==> config.mk <==
export PLATFORM = sky130hd
export DESIGN_NAME = pwmev_gen
export DESIGN_NICKNAME = d
export VERILOG_FILES = /design/src/rtl/pwmev_pkg.sv /design/src/rtl/pwmev_counter.sv /design/src/rtl/pwmev_events.sv /design/src/rtl/pwmev_select.sv /design/src/rtl/pwmev_gen.sv
export SDC_FILE = /design/constraint.sdc
export NUM_CORES = 1
export LEC_CHECK = 0
export BUFFER_PORTS_ARGS = -buffer_cell sky130_fd_sc_hd__buf_2
export CAP_MARGIN = 20
export CORE_MARGIN = 1.5
export CORE_UTILIZATION = 50
export CTS_CLUSTER_SIZE = 20
export DETAILED_ROUTE_END_ITERATION = 8
export MAX_ROUTING_LAYER = met4
export PLACE_DENSITY = 0.8
export SLEW_MARGIN = 20
export SYNTH_ARGS = -nofsm -noshare
export SYNTH_HDL_FRONTEND = slang
export SYNTH_SLANG_ARGS = --single-unit
==> constraint.sdc <==
create_clock -name clk -period 3.1 [get_ports clk]
set_input_delay 0.31 -clock clk [delete_from_list [all_inputs] [get_ports clk]]
set_output_delay 0.31 -clock clk [all_outputs]
set_load 0.01 [all_outputs]
==> src/rtl/pwmev_pkg.sv <==
package pwmev_pkg;

    localparam int EVT_N   = 6;
    localparam int ACT_FW  = 2;
    localparam int ACT_W   = EVT_N * ACT_FW;

    typedef enum logic [ACT_FW-1:0] {
        ACT_KEEP   = 2'b00,
        ACT_TOGGLE = 2'b01,
        ACT_LOW    = 2'b10,
        ACT_HIGH   = 2'b11
    } act_e;

    // first member is most significant
    typedef struct packed {
        logic cb_dn;
        logic cb_up;
        logic ca_dn;
        logic ca_up;
        logic at_load;
        logic at_zero;
    } evt_t;

    typedef struct packed {
        act_e cb_dn;
        act_e cb_up;
        act_e ca_dn;
        act_e ca_up;
        act_e at_load;
        act_e at_zero;
    } act_word_t;

    function automatic logic apply_act(input act_e a, input logic cur);
        logic r;
        case (a)
            ACT_TOGGLE: r = ~cur;
            ACT_LOW:    r = 1'b0;
            ACT_HIGH:   r = 1'b1;
            default:    r = cur;
        endcase
        return r;
    endfunction

endpackage

==> src/rtl/pwmev_counter.sv <==
module pwmev_counter
    import pwmev_pkg::*;
#(
    parameter int CNT_W = 16
) (
    input  logic             clk,
    input  logic             rst,
    input  logic             en,
    input  logic             mode,
    input  logic [CNT_W-1:0] load,
    output logic [CNT_W-1:0] cnt,
    output logic             dir_up
);

    localparam logic [CNT_W-1:0] ONE = CNT_W'(1);

    logic [CNT_W-1:0] cnt_q, cnt_d;
    logic             up_q, up_d;
    logic             at_zero, at_top;

    always_comb begin
        at_zero = (cnt_q == '0);
        at_top  = (cnt_q >= load);
        dir_up  = mode && (at_zero || (!at_top && up_q));
    end

    always_comb begin
        cnt_d = cnt_q;
        up_d  = up_q;
        if (!en) begin
            cnt_d = '0;
            up_d  = 1'b1;
        end else if (!mode) begin
            cnt_d = at_zero ? load : cnt_q - ONE;
            up_d  = 1'b0;
        end else if (at_zero) begin
            cnt_d = (load == '0) ? '0 : ONE;
            up_d  = 1'b1;
        end else if (at_top) begin
            cnt_d = cnt_q - ONE;
            up_d  = 1'b0;
        end else begin
            cnt_d = up_q ? cnt_q + ONE : cnt_q - ONE;
        end
    end

    always_ff @(posedge clk) begin
        if (rst) begin
            cnt_q <= '0;
            up_q  <= 1'b1;
        end else begin
            cnt_q <= cnt_d;
            up_q  <= up_d;
        end
    end

    assign cnt = cnt_q;

    AST_DOWN_RELOAD: assert property (@(posedge clk) disable iff (rst)
        en && !mode && cnt_q == '0 |=> cnt_q == $past(load));
    AST_DOWN_STEP: assert property (@(posedge clk) disable iff (rst)
        en && !mode && cnt_q != '0 |=> cnt_q == $past(cnt_q) - ONE);
    AST_UD_TURN: assert property (@(posedge clk) disable iff (rst)
        en && mode && cnt_q == load && load != '0 |=> cnt_q == $past(load) - ONE);
    AST_IDLE_CNT: assert property (@(posedge clk) disable iff (rst)
        !en |=> cnt_q == '0);

endmodule

==> src/rtl/pwmev_events.sv <==
module pwmev_events
    import pwmev_pkg::*;
#(
    parameter int CNT_W = 16,
    parameter int N_CMP = 2
) (
    input  logic             en,
    input  logic [CNT_W-1:0] cnt,
    input  logic             dir_up,
    input  logic [CNT_W-1:0] load,
    input  logic [CNT_W-1:0] cmp_a,
    input  logic [CNT_W-1:0] cmp_b,
    output evt_t             evt
);

    logic [CNT_W-1:0] cmp_v [N_CMP];
    logic [N_CMP-1:0] hit;

    assign cmp_v[0] = cmp_a;
    assign cmp_v[1] = cmp_b;

    for (genvar i = 0; i < N_CMP; i++) begin : g_cmp
        assign hit[i] = en && (cnt == cmp_v[i]);
    end

    always_comb begin
        evt         = '0;
        evt.at_zero = en && (cnt == '0);
        evt.at_load = en && (cnt == load);
        evt.ca_up   = hit[0] &&  dir_up;
        evt.ca_dn   = hit[0] && !dir_up;
        evt.cb_up   = hit[1] &&  dir_up;
        evt.cb_dn   = hit[1] && !dir_up;
    end

endmodule

==> src/rtl/pwmev_select.sv <==
module pwmev_select
    import pwmev_pkg::*;
(
    input  evt_t      evt,
    input  act_word_t act,
    output act_e      sel
);

    // fixed order: zero, load, compare B, compare A
    always_comb begin
        if (evt.at_zero)      sel = act.at_zero;
        else if (evt.at_load) sel = act.at_load;
        else if (evt.cb_dn)   sel = act.cb_dn;
        else if (evt.cb_up)   sel = act.cb_up;
        else if (evt.ca_dn)   sel = act.ca_dn;
        else if (evt.ca_up)   sel = act.ca_up;
        else                  sel = ACT_KEEP;
    end

endmodule

==> src/rtl/pwmev_gen.sv <==
module pwmev_gen
    import pwmev_pkg::*;
#(
    parameter int CNT_W = 16
) (
    input  logic             clk,
    input  logic             rst,
    input  logic             en,
    input  logic             mode,
    input  logic [CNT_W-1:0] load,
    input  logic [CNT_W-1:0] cmp_a,
    input  logic [CNT_W-1:0] cmp_b,
    input  logic [ACT_W-1:0] act_cfg,
    output logic             pwm_out,
    output logic [EVT_N-1:0] evt_pulse,
    output logic [CNT_W-1:0] count
);

    act_word_t        act;
    evt_t             evt;
    act_e             sel;
    logic [CNT_W-1:0] cnt;
    logic             dir_up;
    logic             pwm_q;

    assign act = act_word_t'(act_cfg);

    pwmev_counter #(.CNT_W(CNT_W)) u_cnt (
        .clk    (clk),
        .rst    (rst),
        .en     (en),
        .mode   (mode),
        .load   (load),
        .cnt    (cnt),
        .dir_up (dir_up)
    );

    pwmev_events #(.CNT_W(CNT_W), .N_CMP(2)) u_evt (
        .en     (en),
        .cnt    (cnt),
        .dir_up (dir_up),
        .load   (load),
        .cmp_a  (cmp_a),
        .cmp_b  (cmp_b),
        .evt    (evt)
    );

    pwmev_select u_sel (
        .evt (evt),
        .act (act),
        .sel (sel)
    );

    always_ff @(posedge clk) begin
        if (rst || !en) pwm_q <= 1'b0;
        else            pwm_q <= apply_act(sel, pwm_q);
    end

    assign pwm_out   = pwm_q;
    assign evt_pulse = evt;
    assign count     = cnt;

    AST_IDLE_LOW: assert property (@(posedge clk) disable iff (rst)
        !en |=> !pwm_out);
    AST_NO_UP_IN_DOWN: assert property (@(posedge clk) disable iff (rst)
        !mode |-> !(evt_pulse[2] || evt_pulse[4]));
    AST_ZERO_WINS: assert property (@(posedge clk) disable iff (rst)
        en && evt_pulse[0] && act_cfg[1:0] == 2'b11 |=> pwm_out);
    AST_LOAD_WINS: assert property (@(posedge clk) disable iff (rst)
        en && evt_pulse[1] && !evt_pulse[0] && act_cfg[3:2] == 2'b10 |=> !pwm_out);
    AST_B_OVER_A: assert property (@(posedge clk) disable iff (rst)
        en && evt_pulse[5] && evt_pulse[3] && evt_pulse[1:0] == 2'b00
        && act_cfg[11:10] == 2'b11 |=> pwm_out);
    AST_QUIET_HOLD: assert property (@(posedge clk) disable iff (rst)
        en && evt_pulse == '0 |=> $stable(pwm_out));

endmodule

After elaboration in Yosys (flattened, before gate mapping)
Cells that the tools add are included.

Bits in registers: 18. Bits of input ports: 64. Output and inout port bits: 23. Logic and storage cells: 50.

Add/subtract/negate cells: 2. Order comparisons: 1. Eq/ne operators: 7. Mux-type cells: 16. Bitwise logic cells: 2. Reduce and logical (&&, ||, !) cells: 19.

Operator list (number): $mux W16 (5); $eq A16 B16 Y1 (3); $logic_not A16 Y1 (2); $add A16 B1 Y16 const B (1); $ge A16 B16 Y1 (1); $sub A16 B1 Y16 const B (1); $mux W2 (6); $logic_and A1 B1 Y1 (10); $eq A2 B2 Y1 const B (2); $mux W1 (4); $logic_not A1 Y1 (3); $ne A3 B1 Y1 const B (1); $pmux W1 S3 (1); $reduce_bool A3 Y1 (1); $eq A2 B1 Y1 const B (1); $logic_or A1 B1 Y1 (2); $not A1 Y1 (2); $reduce_or A2 Y1 (1).

Logic depth before layout (Yosys ltp)
Depth after elaboration: 14. Gate-level depth with buffers: 12. Mapped depth without buffers: 10.

Cells and area by module
From an unflattened synthesis, not the netlist that was laid out.

Cell total of the unflattened synthesis: 371. Area, all modules: 2740.1 um^2.

By module, submodules not included: pwmev_counter (instances 1, cells an instance 271, area each 1974.4 um^2, seq. area each 340.3 um^2); pwmev_events (instances 1, cells an instance 80, area each 603.1 um^2, seq. area each 0.0 um^2); pwmev_select (instances 1, cells an instance 16, area each 107.6 um^2, seq. area each 0.0 um^2); pwmev_gen (instances 1, cells an instance 4, area each 55.1 um^2, seq. area each 20.0 um^2).

Worst setup path before layout
No wires, ideal clock.

Kind: reg-to-reg. From: register u_cnt.cnt_q[0], in the netlist u_cnt.cnt[0]. To: register u_cnt.cnt_q[15], in the netlist u_cnt.cnt[15]. Setup time: 70 ps. Arrival time: 2807 ps. Data required time: 3030 ps. Path slack: 223 ps. Stages on the path, launching flop included: 12. Path buffers: 1. Period minus slack after synthesis: 2877 ps. Cell sequence: dfxtp_1 > inv_1 > ha_1 > nand2b_1 > a2111oi_0 > o311a_1 > buf_2 > nand2_1 > or3_1 > a21boi_0 > o22a_1 > a21oi_1.

Cells in the longest elaborated chain, start to end: 5. Elaborated cells between the ends (all ways): 9. Those cells by class: add/sub (2); order compare (1); mux (5); reduce/logical (1).

Ends and longest elaborated chain: start: declaration (line pwmev_counter.sv:17) `logic [CNT_W-1:0] cnt_q, cnt_d;`; start signal: assignment (line pwmev_counter.sv:52) `cnt_q <= cnt_d;`; $sub A16 B1 Y16 / $add A16 B1 Y16 (equally long branches) (line pwmev_counter.sv:34, pwmev_counter.sv:40, pwmev_counter.sv:43); $mux W16 (line pwmev_counter.sv:43) `cnt_d = up_q ? cnt_q + ONE : cnt_q - ONE;`; $mux W16 (line pwmev_counter.sv:39) `end else if (at_top) begin`; $mux W16 (line pwmev_counter.sv:36) `end else if (at_zero) begin`; $mux W16 * (line pwmev_counter.sv:33) `end else if (!mode) begin`.

Mark *: on every way between the ends. The rest lies on a longest branch, timed or not. A chain may end at the register's enable or synchronous reset.

Final worst setup path
From: register u_cnt.cnt_q[5], in the netlist u_cnt.cnt[5]. To: output evt_pulse[3].

Cells in the longest elaborated chain, start to end: 7. Elaborated cells between the ends (all ways): 10. Those cells by class: order compare (1); eq/ne (1); reduce/logical (8).

Ends and longest elaborated chain: $ge A16 B16 Y1 (line pwmev_counter.sv:23) `at_top = (cnt_q >= load);`; $logic_not A1 Y1 (line pwmev_counter.sv:24) `dir_up = mode && (at_zero || (!at_top && up_q));`; $logic_and A1 B1 Y1 (line pwmev_counter.sv:24); $logic_or A1 B1 Y1 (line pwmev_counter.sv:24); $logic_and A1 B1 Y1 (line pwmev_counter.sv:24); $logic_not A1 Y1 (line pwmev_events.sv:31) `evt.ca_dn = hit[0] && !dir_up;`; $logic_and A1 B1 Y1 * (line pwmev_events.sv:31); end: declaration (line pwmev_gen.sv:15) `output logic [EVT_N-1:0] evt_pulse,`.

Marked as above.

==> impl_metrics.yaml <==
outcome:
  status: "finished clean"
setup_path:
  crit_cells: 6
  rr_endpoint: "pwm_out"
  cp-end-kind: "output port"
  path_class: "flop to output port"
  slowest_stage: "or4_4"
  cp.arrival_ns: 2.68
  crit_top_cell: "or4_4"
  reg2reg_depth: 9
  r2r_slack_ns: 0.24
  path_cells: "or4_4 > or4_4 > or2_2 > o21ai_1 > nor2_1 > buf_2"
  required_ns: 2.79
  r2r_start: "u_cnt.cnt[8]"
  crit_start: "u_cnt.cnt[5]"
  cp_max_fo: 14
  crit_family: "simple AND/OR/NAND/NOR gates"
  crit_path_max_incr_delay_ns: 0.60
  cp_num_buf_inv: 1
  cp-start-kind: "flop"
hold_path:
  hp-start: "load[14]"
  hold_path_end: "u_cnt.cnt[14]"
  min_path_cells: 3
  hold_class: "input pin to flop"
clock_tree:
  cts.clk_slew.worst_paths_ns: 0.08
  clock_latency_ns: 0.26
  cts_tree: "yes"
  cts_setup_buffers: 0
  root_buffer: "clkbuf_8"
  cts.sinks: 18
  clk_path_buf_depth: 2
  htreeDepth: 1
  cts_buffers: 3
sta:
  fin_crit_ns: 2.99
  slew_headroom_pct: 43.7
  setup_violations: 0
  worstMarginPinSlew_ns: 0.824
  post-route-period-util_pct: 96.3
  clock_skew_ns: 0.00315
  drv_slew: 0
  max_freq_ghz: 0.335
  finalHoldViolations: 0
  finalSetupTns_ns: 0
  rsz0062_at_grt: "no"
finish:
  drive_gt1_share_pct: 28.9
  nFillCells: 474
  layout.cells.non_filler: 503
  layout.nets: 519
  layout_commonest_cell: "buf_2"
  fin_area_um2: 3140
  utilization_pct: 66.1
  syn2layout_area_growth_pct: 26.9
  final_cell_mix: "86 x buf_2, 30 x nand2_1, 26 x nand3_1, 26 x buf_4"
  diodes: 0
yosys:
  synth.area.top_cells: "dfxtp_1 15%, ha_1 9.1%, xnor2_1 8.1%"
  synth-edff-count: 0
  async_flop_share_pct: 0
  avgSynthCellArea_um2: 7.20
  synth_area_um2: 2480
  synthDominantCellAreaShare_pct: 14.6
  syn_nets: 426
  synth_seq_area_share_pct: 14.6
  synthCells: 344
  ys.warnings.count: 0
  ys_types: 57
  synth_largest_area_cell: "dfxtp_1"
  synth_top_flop_cell: "dfxtp_1"
  synth-seq-cells: 18
detailed_routing:
  drt_wl_total_um: 8320
  wire_per_inst_um: 16.5
  antenna_left: 0
  vias: 3016
  viasPerCell: 6.00
  dr.first_iter.drc_count: 228
  drtPass1Iterations: 5
  drc: 0
placed_design:
  hpwl_um: 6690
  port_buffers: 86
  dp.cells: 499
  place_area_um2: 3070
  place_congestion: 1.03
power:
  p_leak_nw: 1.49
  cellPowerDensity_nw_per_um2: 1100
  p_total_mw: 3.47
  peakVddDrop_mv: 0.658
floorplan:
  io_pins: 87
  die_h_um: 73.4
  start_util_pct: 52.1
  rows: 25
  die_area_um2: 5380
  coreArea_um2: 4750
  die_x_um: 73.4
global_route:
  antenna_found_initial: 0
  overflow: 0
  grt_pass1_vias: 2851
  grt_max_degree: 19
  grt_pass1_wl_um: 13100
  grtUsageTotal_pct: 31.8
run:
  maxCapViolCount: 0
-- layer usage --
metal	share of wire, %	vias to the layer above	global-route usage [%]
met5	0	-	-
met4	2.2	0	8.64
met3	7.8	22	5.08
met2	49	160	55.3
met1	41	1407	38.1
li1	-	1427	-
-- power by group --
part / internal, mW / switching (mW)
Clock: 0.113 / 0.0904
Combinational: 1.19 / 1.65
Sequential: 0.327 / 0.0954
Total: 1.63 / 1.84
-- cell families (layout without fill, tap and decap cells) --
| group | after synthesis | count (layout) | synth area share, % |
|---|---|---|---|
| AO/OA/AOI/OAI | 66 | 66 | 18.6 |
| XOR/XNOR | 45 | 45 | 15.9 |
| adder cells (fa/ha/maj) | 18 | 18 | 9.10 |
| buffers and inverters | 49 | 141 | 8.29 |
| flip-flops | 18 | 18 | 14.6 |
| multiplexers | 7 | 7 | 2.88 |
| AND/OR/NAND/NOR | 141 | 141 | 30.7 |
-- cell type report --
type	instances	area, um2	area share (%)
clock buffer	4	55.1	1.75
inverter	25	93.8	2.99
multi-input combinational	277	1920	61.2
sequential	18	360	11.5
tap	67	83.8	2.67
timing repair buffer	112	626	19.9
-- worst min-delay path: stages --
cell	delay, ns
buf_2	0.12
nand3_1	0.06
a21oi_1	0.06
-- how the worst max path moves through the flow --
stage	to	slack (ns)
final	evt_pulse[3]	0.11
after global routing	evt_pulse[5]	0.04
after CTS	evt_pulse[5]	0.03
after detailed placement	pwm_out	0.10
after global placement	pwm_out	0.18
after floorplan	u_cnt.cnt[15]	0.22
-- cell usage after synthesis (6+ instances only) --
master / n
or3_1: 6
inv_1: 24
nand4_1: 10
a21oi_1: 24
nand3_1: 26
nand2_1: 30
nor2_1: 20
nor4_1: 12
clkbuf_1: 16
xnor2_1: 23
nor3_1: 7
ha_1: 18
dfxtp_1: 18
xor2_1: 22
mux2i_1: 6
-- stage by stage --
step                      hold WS [ns]  setup slack (ns)
after global placement           0.602             0.185
after detailed placement         0.601             0.100
after floorplan                  0.462             0.223
after global routing             0.331            0.0426
final                            0.333             0.114
after CTS                        0.326            0.0330
-- sequential cells by signal, indices dropped and copies added (netlist names) --
name	count
u_cnt.up_q	1
pwm_out	1
u_cnt.cnt	16
-- repair_timing --
item,in CTS,in global routing
endpoints found under the setup margin,0,6
resized for setup,0,3
hold buffers,0,0
(Power assumes the default switching activity.)
